## config.mk

```make
export PLATFORM = sky130hd
export DESIGN_NAME = sync_rx_master
export DESIGN_NICKNAME = d
export VERILOG_FILES = /design/src/rtl/srx_pkg.sv /design/src/rtl/srx_clkgen.sv /design/src/rtl/srx_shifter.sv /design/src/rtl/srx_flags.sv /design/src/rtl/sync_rx_master.sv
export SDC_FILE = /design/constraint.sdc
export NUM_CORES = 1
export LEC_CHECK = 0
export BUFFER_PORTS_ARGS = -buffer_cell sky130_fd_sc_hd__buf_2
export CAP_MARGIN = 20
export CORE_ASPECT_RATIO = 0.6
export CORE_MARGIN = 5
export CORE_UTILIZATION = 59
export DETAILED_ROUTE_END_ITERATION = 10
export GPL_TIMING_DRIVEN = 1
export PLACE_DENSITY = 0.84
export SLEW_MARGIN = 15
export SYNTH_ARGS = -nofsm -noshare
export SYNTH_HDL_FRONTEND = slang
export SYNTH_SLANG_ARGS = --single-unit
```

## constraint.sdc

```tcl
create_clock -name clk -period 4.2 [get_ports clk]
set_input_delay 0.63 -clock clk [delete_from_list [all_inputs] [get_ports clk]]
set_output_delay 0.63 -clock clk [all_outputs]
set_load 0.005 [all_outputs]
```

## src/rtl/srx_pkg.sv

```systemverilog
package srx_pkg;
  localparam int DATA_W = 8;
  localparam int WORD_W = DATA_W + 1;
  localparam int IDX_W  = $clog2(WORD_W);

  // Number of system clocks in one half shift-clock period
  function automatic int unsigned half_len(input int unsigned div);
    return 2 * (div + 1);
  endfunction

  // Index of the final sample in a word
  function automatic logic [IDX_W-1:0] last_index(input logic nine);
    return nine ? IDX_W'(DATA_W) : IDX_W'(DATA_W - 1);
  endfunction
endpackage

```

## src/rtl/srx_clkgen.sv

```systemverilog
module srx_clkgen #(
  parameter int DIV_W = 8
) (
  input  logic             clk,
  input  logic             rst_n,
  input  logic             run,
  input  logic [DIV_W-1:0] div,
  output logic             sck,
  output logic             rise_tick,
  output logic             fall_tick
);
  localparam int CNT_W = DIV_W + 1;

  logic [CNT_W-1:0] hcnt;
  logic             term;

  // Terminal count of a half period: 2*(div+1)-1
  function automatic logic [CNT_W-1:0] half_term(input logic [DIV_W-1:0] d);
    return {d, 1'b1};
  endfunction

  assign term      = run && (hcnt == half_term(div));
  assign rise_tick = term && !sck;
  assign fall_tick = term && sck;

  always_ff @(posedge clk or negedge rst_n) begin
    if (!rst_n) begin
      hcnt <= '0;
      sck  <= 1'b0;
    end else if (!run) begin
      hcnt <= '0;
      sck  <= 1'b0;
    end else if (term) begin
      hcnt <= '0;
      sck  <= ~sck;
    end else begin
      hcnt <= hcnt + 1'b1;
    end
  end
endmodule

```

## src/rtl/srx_shifter.sv

```systemverilog
module srx_shifter
  import srx_pkg::*;
(
  input  logic              clk,
  input  logic              rst_n,
  input  logic              run,
  input  logic              fall_tick,
  input  logic              sdi,
  input  logic              nine,
  output logic              word_done,
  output logic [WORD_W-1:0] word
);
  logic [IDX_W-1:0]  bcnt;
  logic [WORD_W-1:0] sh;
  logic              at_last;

  assign at_last   = (bcnt == last_index(nine));
  assign word_done = fall_tick && at_last;

  // Word as it stands including the sample being taken this cycle
  always_comb begin
    word = sh;
    if (fall_tick) word[bcnt] = sdi;
    if (!nine) word[WORD_W-1] = 1'b0;
  end

  always_ff @(posedge clk or negedge rst_n) begin
    if (!rst_n) begin
      bcnt <= '0;
      sh   <= '0;
    end else if (!run) begin
      bcnt <= '0;
    end else if (fall_tick) begin
      sh[bcnt] <= sdi;
      bcnt     <= at_last ? '0 : bcnt + 1'b1;
    end
  end
endmodule

```

## src/rtl/srx_flags.sv

```systemverilog
module srx_flags
  import srx_pkg::*;
(
  input  logic              clk,
  input  logic              rst_n,
  input  logic              word_done,
  input  logic [WORD_W-1:0] word,
  input  logic              nine,
  input  logic              rd_strobe,
  input  logic              single_set,
  input  logic              cont_en,
  input  logic              irq_en,
  output logic              single_en,
  output logic [DATA_W-1:0] rx_data,
  output logic              rx_bit9,
  output logic              rx_flag,
  output logic              ovr_err,
  output logic              irq
);
  logic cont_q;
  logic cont_fall;
  logic flag_after_rd;
  logic store;
  logic overrun;

  assign cont_fall     = cont_q && !cont_en;
  assign flag_after_rd = rx_flag && !rd_strobe;
  assign store         = word_done && !flag_after_rd;
  assign overrun       = word_done && flag_after_rd;
  assign irq           = rx_flag && irq_en;

  always_ff @(posedge clk or negedge rst_n) begin
    if (!rst_n) begin
      cont_q    <= 1'b0;
      single_en <= 1'b0;
      rx_data   <= '0;
      rx_flag   <= 1'b0;
      ovr_err   <= 1'b0;
    end else begin
      cont_q <= cont_en;
      if (single_set)                   single_en <= 1'b1;
      else if (word_done && !cont_en)   single_en <= 1'b0;
      if (store) begin
        rx_data <= word[DATA_W-1:0];
        rx_flag <= 1'b1;
      end else if (rd_strobe) begin
        rx_flag <= 1'b0;
      end
      if (overrun)        ovr_err <= 1'b1;
      else if (cont_fall) ovr_err <= 1'b0;
    end
  end

  // Ninth bit has no defined reset value
  always_ff @(posedge clk) begin
    if (store && nine) rx_bit9 <= word[WORD_W-1];
  end
endmodule

```

## src/rtl/sync_rx_master.sv

```systemverilog
module sync_rx_master
  import srx_pkg::*;
#(
  parameter int DIV_W = 8
) (
  input  logic              clk,
  input  logic              rst_n,
  input  logic              port_en,
  input  logic              master_sel,
  input  logic              nine_bit_en,
  input  logic              single_set,
  input  logic              cont_en,
  input  logic              irq_en,
  input  logic [DIV_W-1:0]  baud_div,
  input  logic              rd_strobe,
  input  logic              sdi,
  output logic              sck,
  output logic              single_en,
  output logic [DATA_W-1:0] rx_data,
  output logic              rx_bit9,
  output logic              rx_flag,
  output logic              ovr_err,
  output logic              irq
);
  logic              run;
  logic              rise_tick;
  logic              fall_tick;
  logic              word_done;
  logic [WORD_W-1:0] word;

  assign run = port_en && master_sel && (single_en || cont_en);

  srx_clkgen #(.DIV_W(DIV_W)) u_clk (
    .clk(clk), .rst_n(rst_n), .run(run), .div(baud_div),
    .sck(sck), .rise_tick(rise_tick), .fall_tick(fall_tick)
  );

  srx_shifter u_shift (
    .clk(clk), .rst_n(rst_n), .run(run), .fall_tick(fall_tick),
    .sdi(sdi), .nine(nine_bit_en), .word_done(word_done), .word(word)
  );

  srx_flags u_flags (
    .clk(clk), .rst_n(rst_n), .word_done(word_done), .word(word),
    .nine(nine_bit_en), .rd_strobe(rd_strobe), .single_set(single_set),
    .cont_en(cont_en), .irq_en(irq_en), .single_en(single_en),
    .rx_data(rx_data), .rx_bit9(rx_bit9), .rx_flag(rx_flag),
    .ovr_err(ovr_err), .irq(irq)
  );
endmodule

```

# == Yosys cells after proc, flatten, opt, wreduce, memory -nomap -nowiden ==
# Cells that the tools add are included.
# totals
regBits,36
input_bits,18
out_inout_bits,14
elab_cells,57
# op_classes
addsub,2
magnitude_cmp,2
eq_ne,4
n_mux,18
bitwise_logic,1
n_reduce_logical,20
# op_table
cell,n
2-to-1 mux 9 bit,3
2-to-1 mux 4 bit,4
logical AND 1 bit,13
"adder 9 x 1 -> 9 bit, second input constant",1
bitwise mux 9 bit,1
== test 9 bit,1
2-to-1 mux 1 bit,9
nonzero test 2 bit,3
"less-than comparator 4 x 5 -> 1 bit, second input constant",1
"adder 4 x 1 -> 4 bit, second input constant",1
demux 1 bit (select 4 bit),1
== test 4 bit,1
">= comparator 4 x 1 -> 1 bit, second input constant",1
zero test 1 bit,3
"inequality test 2 x 1 -> 1 bit, second input constant",1
"inequality test 2 bit, second input constant",1
logical OR 1 bit,1
NOT 1 bit,1

# == Depth between registers and ports, before layout ==
# depth
word_depth,8
depth_mapped,7
mapped_depth_nobuf,7

# == Hierarchy ==
# From an unflattened synthesis, not the netlist that was laid out.
# hier_totals
cells_unflattened,178
area_unflattened_um2,1990.7
# modules_own_cells
mod,instances,cells_each,area_each_um2,seq_area_each_um2
srx_shifter,1,88,884.6,325.3
srx_clkgen,1,57,574.3,250.2
srx_flags,1,32,521.8,330.3
sync_rx_master,1,1,10.0,0.0

# == Least setup slack after synthesis ==
# OpenSTA, ideal clock, no wires.
# synth_timing
kind,input to register
startpoint,in baud_div[3]
endpoint,reg u_shift.sh[0]
setup_ns,0.125
arrival_ns,2.107
required_ns,4.075
path_slack_ns,1.968
cell_stages,6
n_path_buf,1
cell_sequence,xor2_1 > nor4b_2 > nand3_2 > buf_4 > nor3_1 > mux2_2
# synth_via
elab_chain_cells,4
# synth_lines
item,line_no,rtl
from (decl),sync_rx_master.sv:14,"input logic [DIV_W-1:0] baud_div,"
== test 9 bit,srx_clkgen.sv:22,assign term = run && (hcnt == half_term(div));
logical AND 1 bit,srx_clkgen.sv:22,
logical AND 1 bit,srx_clkgen.sv:24,assign fall_tick = term && sck;
2-to-1 mux 9 bit,--,
"to (signal, indexed assignment)",srx_shifter.sv:34,sh[bcnt] <= sdi;
to (decl),srx_shifter.sv:14,logic [WORD_W-1:0] sh;
# Every way passes these cells.
# A chain may end at the register's enable or synchronous reset.

# == Final worst setup path ==
# layout_timing
startpoint,in baud_div[3]
endpoint,reg u_flags.rx_data[6]
# layout_via
elab_chain_cells,5
word_cells_on_any_way,6
cone_classes,eq/ne: 1; mux: 1; reduce/logical: 4
# layout_lines
item,line_no,rtl
== test 9 bit (*),srx_clkgen.sv:22,
logical AND 1 bit (*),srx_clkgen.sv:22,
logical AND 1 bit (*),srx_clkgen.sv:24,
logical AND 1 bit,srx_shifter.sv:18,assign word_done = fall_tick && at_last;
logical AND 1 bit,srx_flags.sv:28,assign store = word_done && !flag_after_rd;
to (signal assigned),srx_flags.sv:44,rx_data <= word[DATA_W-1:0];
to (decl),srx_flags.sv:14,"output logic [DATA_W-1:0] rx_data,"
# Mark *: on every way between the ends. The rest lies on a longest branch, timed or not.

==> flow_summary_export.csv <==
group,metric,value,unit
timing,fmax,405,MHz
floorplanning,ios,32,
yosys,synthCells,160,
power,irDropWorstVdd,0.000216,V
timing,maxSlewViolCount,0,
final_layout,drive_gt1_share,32.0,%
route,wl,4.16,mm
yosys,synth_edf_count,1,
power,seqPwrFrac,51.0,%
power,p_leak,1.01,nW
yosys,syn_avg_cell_area,11.3,sq um
floorplanning,core_region_area,2910,sq um
timing,hold_viol,0,
floorplanning,die_area,4300,sq um
worst_setup_path,cp_top_family,"simple AND/OR/NAND/NOR gates",
power,p_clk_share,43.8,%
worst_setup_path,path_buf_inv,1,
floorplanning,row_count,15,
clock_network,cts_tree,"done",
final_layout,seq_area,906,sq um
clock_network,clkTransAtPathRegs,0.08,ns
timing,tightest_slew,0.761,ns
route,drt_iter0_markers,78,
power,p_total,688,uW
yosys,yosysUniqueCellTypes,35,
floorplanning,die_h,52.8,microns
timing,finalClockSkew,0.00508,ns
route,ant_nets,0,
worst_setup_path,crit_fanout,11,
final_layout,fin_nets,219,
timing,rsz0062_at_grt,"false",
worst_setup_path,endpoint_kind,"register",
yosys,synthTopCellsByArea,"dfrtp_1, mux2_2, xor2_1",
worst_setup_path,start_kind,"input pin",
yosys,synthArstFlopShare,97.2,%
final_layout,num_antenna_cells,0,
worst_setup_path,required,4.38,ns
timing,tns,0,ns
final_layout,multi_input_area,867,sq um
final_layout,nFillCells,214,
power,power.internal,536,uW
grt,gr-total-overflow,0,
power,swShare,22.0,%
route,drtPass1Iterations,4,
place,dp_hpwl,3.12,mm
floorplanning,start_util,62.0,%
grt,grt_pass1_vias,1398,
power,combinationalPowerShare,5.2,%
yosys,synth.top_cells.by_count,"dfrtp_1, mux2_2, nor2_1",
grt,antenna_found_initial,0,
grt,grt_max_degree,36,
clock_network,insertion_delay,0.29,ns
yosys,synthFlopType,"dfrtp_1",
clock_network,max-clock-path-buffers,2,
timing,period_needed,2.47,ns
route,wl_per_cell,17.4,microns
clock_network,cts_root_buf,"clkbuf_8",
power,switchingPower,151,uW
yosys,ys_seq_elements,36,
floorplanning,chipWidth,81.4,microns
place,io_buffers,31,
place,post-place-ws,1.42,ns
flow_run,maxCapViolations,0,
worst_setup_path,cp_slowest_cell,"nor4b_2",
worst_setup_path,crit_type,"in2reg",
yosys,yosys.area.top_type,"dfrtp_1",
yosys,synthesis.nets,183,
route,route.detailed.drc,0,
timing,setup_viol,0,
timing,slew_headroom,49.3,%
route,via_per_inst,5.80,
timing,fin_crit_sh,58.8,%
clock_network,cts-htree-levels,2,
place,gp_congestion,0.828,
yosys,seq_area_frac_synth,50.2,%
clock_network,numCtsBuffers,5,
clock_network,ctsHoldBuffers,0,
clock_network,clock-sinks,36,
hold_path,hp-class,"in2async",
clock_network,postCtsSetupBuffers,0,
worst_setup_path,crit_path_cell_trace,"buf_2 -> xor2_1 -> nor4b_2 -> nand3_2 -> nor3_4 -> mux2_2",
yosys,synth_top_area_share,48.6,%
timing,setup_ws,1.73,ns
power,cellPowerDensity,325,nW/um^2
worst_setup_path,cp.arrival,2.65,ns
clock_network,cts.repair.resized,0,
yosys,synth_most_common_cell,"dfrtp_1",
outcome,outcome,"finished, final reports clean",
route,num_vias,1386,
grt,grt.total_usage,22.1,%
yosys,ys_warn_count,0,
grt,grt_pass1_wl,6.76,mm
worst_setup_path,cpPeakStageDelay,0.51,ns
final_layout,areaGrowthSynthToFinish,17.3,%
yosys,netlist_area,1800,sq um
==> logic make-up (layout without fill, tap and decap cells) <==
group                    count (synthesis)  after routing  share of synthesized area (%)
AND/OR/NAND/NOR                         66             66                           20.1
flip-flops                              36             36                           50.2
multiplexers                            18             18                           11.2
XOR/XNOR                                16             16                           7.77
AO/OA/AOI/OAI                           12             12                           5.55
buffers and inverters                    7             44                           1.67
adder cells (fa/ha/maj)                  5              5                           3.47
==> cell type report <==
cell class	instances	share of cell area [%]
clock buffers	5	3.25
inverters	4	0.710
well taps	42	2.49
repair buffers	32	7.69
flip-flops and latches	36	42.8
multi-input cells	117	41.0
clock inverters	3	2.01
==> power by group through the flow <==
stage / clock, mW / sequential (mW) / combinational (mW)
6_report: 0.301 / 0.351 / 0.0356
5_1_grt: 0.323 / 0.351 / 0.0398
4_1_cts: 0.305 / 0.351 / 0.0352
3_5_place_dp: 0 / 0.357 / 0.0349
3_3_place_gp: 0 / 0.357 / 0.0324
2_1_floorplan: 0 / 0.357 / 0.0134
==> final timing paths <==
path | from | endpoint | slack [ns] | cells past startpoint
setup / recovery | baud_div[3] | u_flags.rx_data[6] | 1.73 | 6
hold / removal | rst_n | u_clk.hcnt[4] | 0.41 | 1
setup reg to reg | u_clk.hcnt[4] | u_flags.rx_data[6] | 1.75 | 5
hold reg to reg | u_shift.sh[8] | u_shift.sh[8] | 0.49 | 1
max in group asynchronous | rst_n | u_flags.ovr_err | 3.31 | 1
min in group clk | u_shift.sh[8] | u_shift.sh[8] | 0.49 | 1
==> sequential cells by signal, indices dropped and copies added (netlist names) <==
name / count
u_flags.single_en: 1
u_flags.rx_flag: 1
u_flags.rx_data: 8
u_shift.bcnt: 4
u_flags.rx_bit9: 1
u_clk.hcnt: 9
u_flags.ovr_err: 1
u_clk.sck: 1
u_shift.sh: 9
u_flags.cont_q: 1
==> worst register-to-register path, stage by stage (launching register included) <==
cell and delay, ns:
dfrtp_1 0.42, xor2_1 0.18, nor4b_2 0.51, nand3_2 0.34
nor3_4 0.50, mux2_2 0.39
==> cell usage in the layout (no fill, tap or decap), types with 2 or more instances in the layout <==
cell type  instances
o41ai_1            3
and3_1             2
clkbuf_8           5
nor3_1            10
xor2_1            12
nand2_1           11
mux2_2            17
inv_1              4
nand2b_1           5
nor4_1             2
nand3_1            4
buf_2             31
nand4_1            6
xnor2_1            4
or3_1              3
nor2_1            14
dfrtp_1           35
ha_1               5
o211ai_1           3
and2_1             2
==> metrics by stage <==
step	std cells	cell area [sq um]	utilization (%)	hold slack (ns)
6_report	239	2110	72.7	0.412
5_1_grt	239	2110	72.7	0.465
4_1_cts	238	2110	72.4	0.430
3_5_place_dp	230	2000	68.6	0.480
3_3_place_gp	230	2000	68.6	0.474
2_1_floorplan	160	1800	-	0.334
==> layer usage <==
metal  routed length (microns)  track usage [%]  share of wire (%)
met5                         0                0                  0
met4                        51             8.15                1.2
met3                       387             8.25                9.3
met2                      1950             33.4                 47
met1                      1770             28.8                 42
Power figures use the tool's default switching activity.
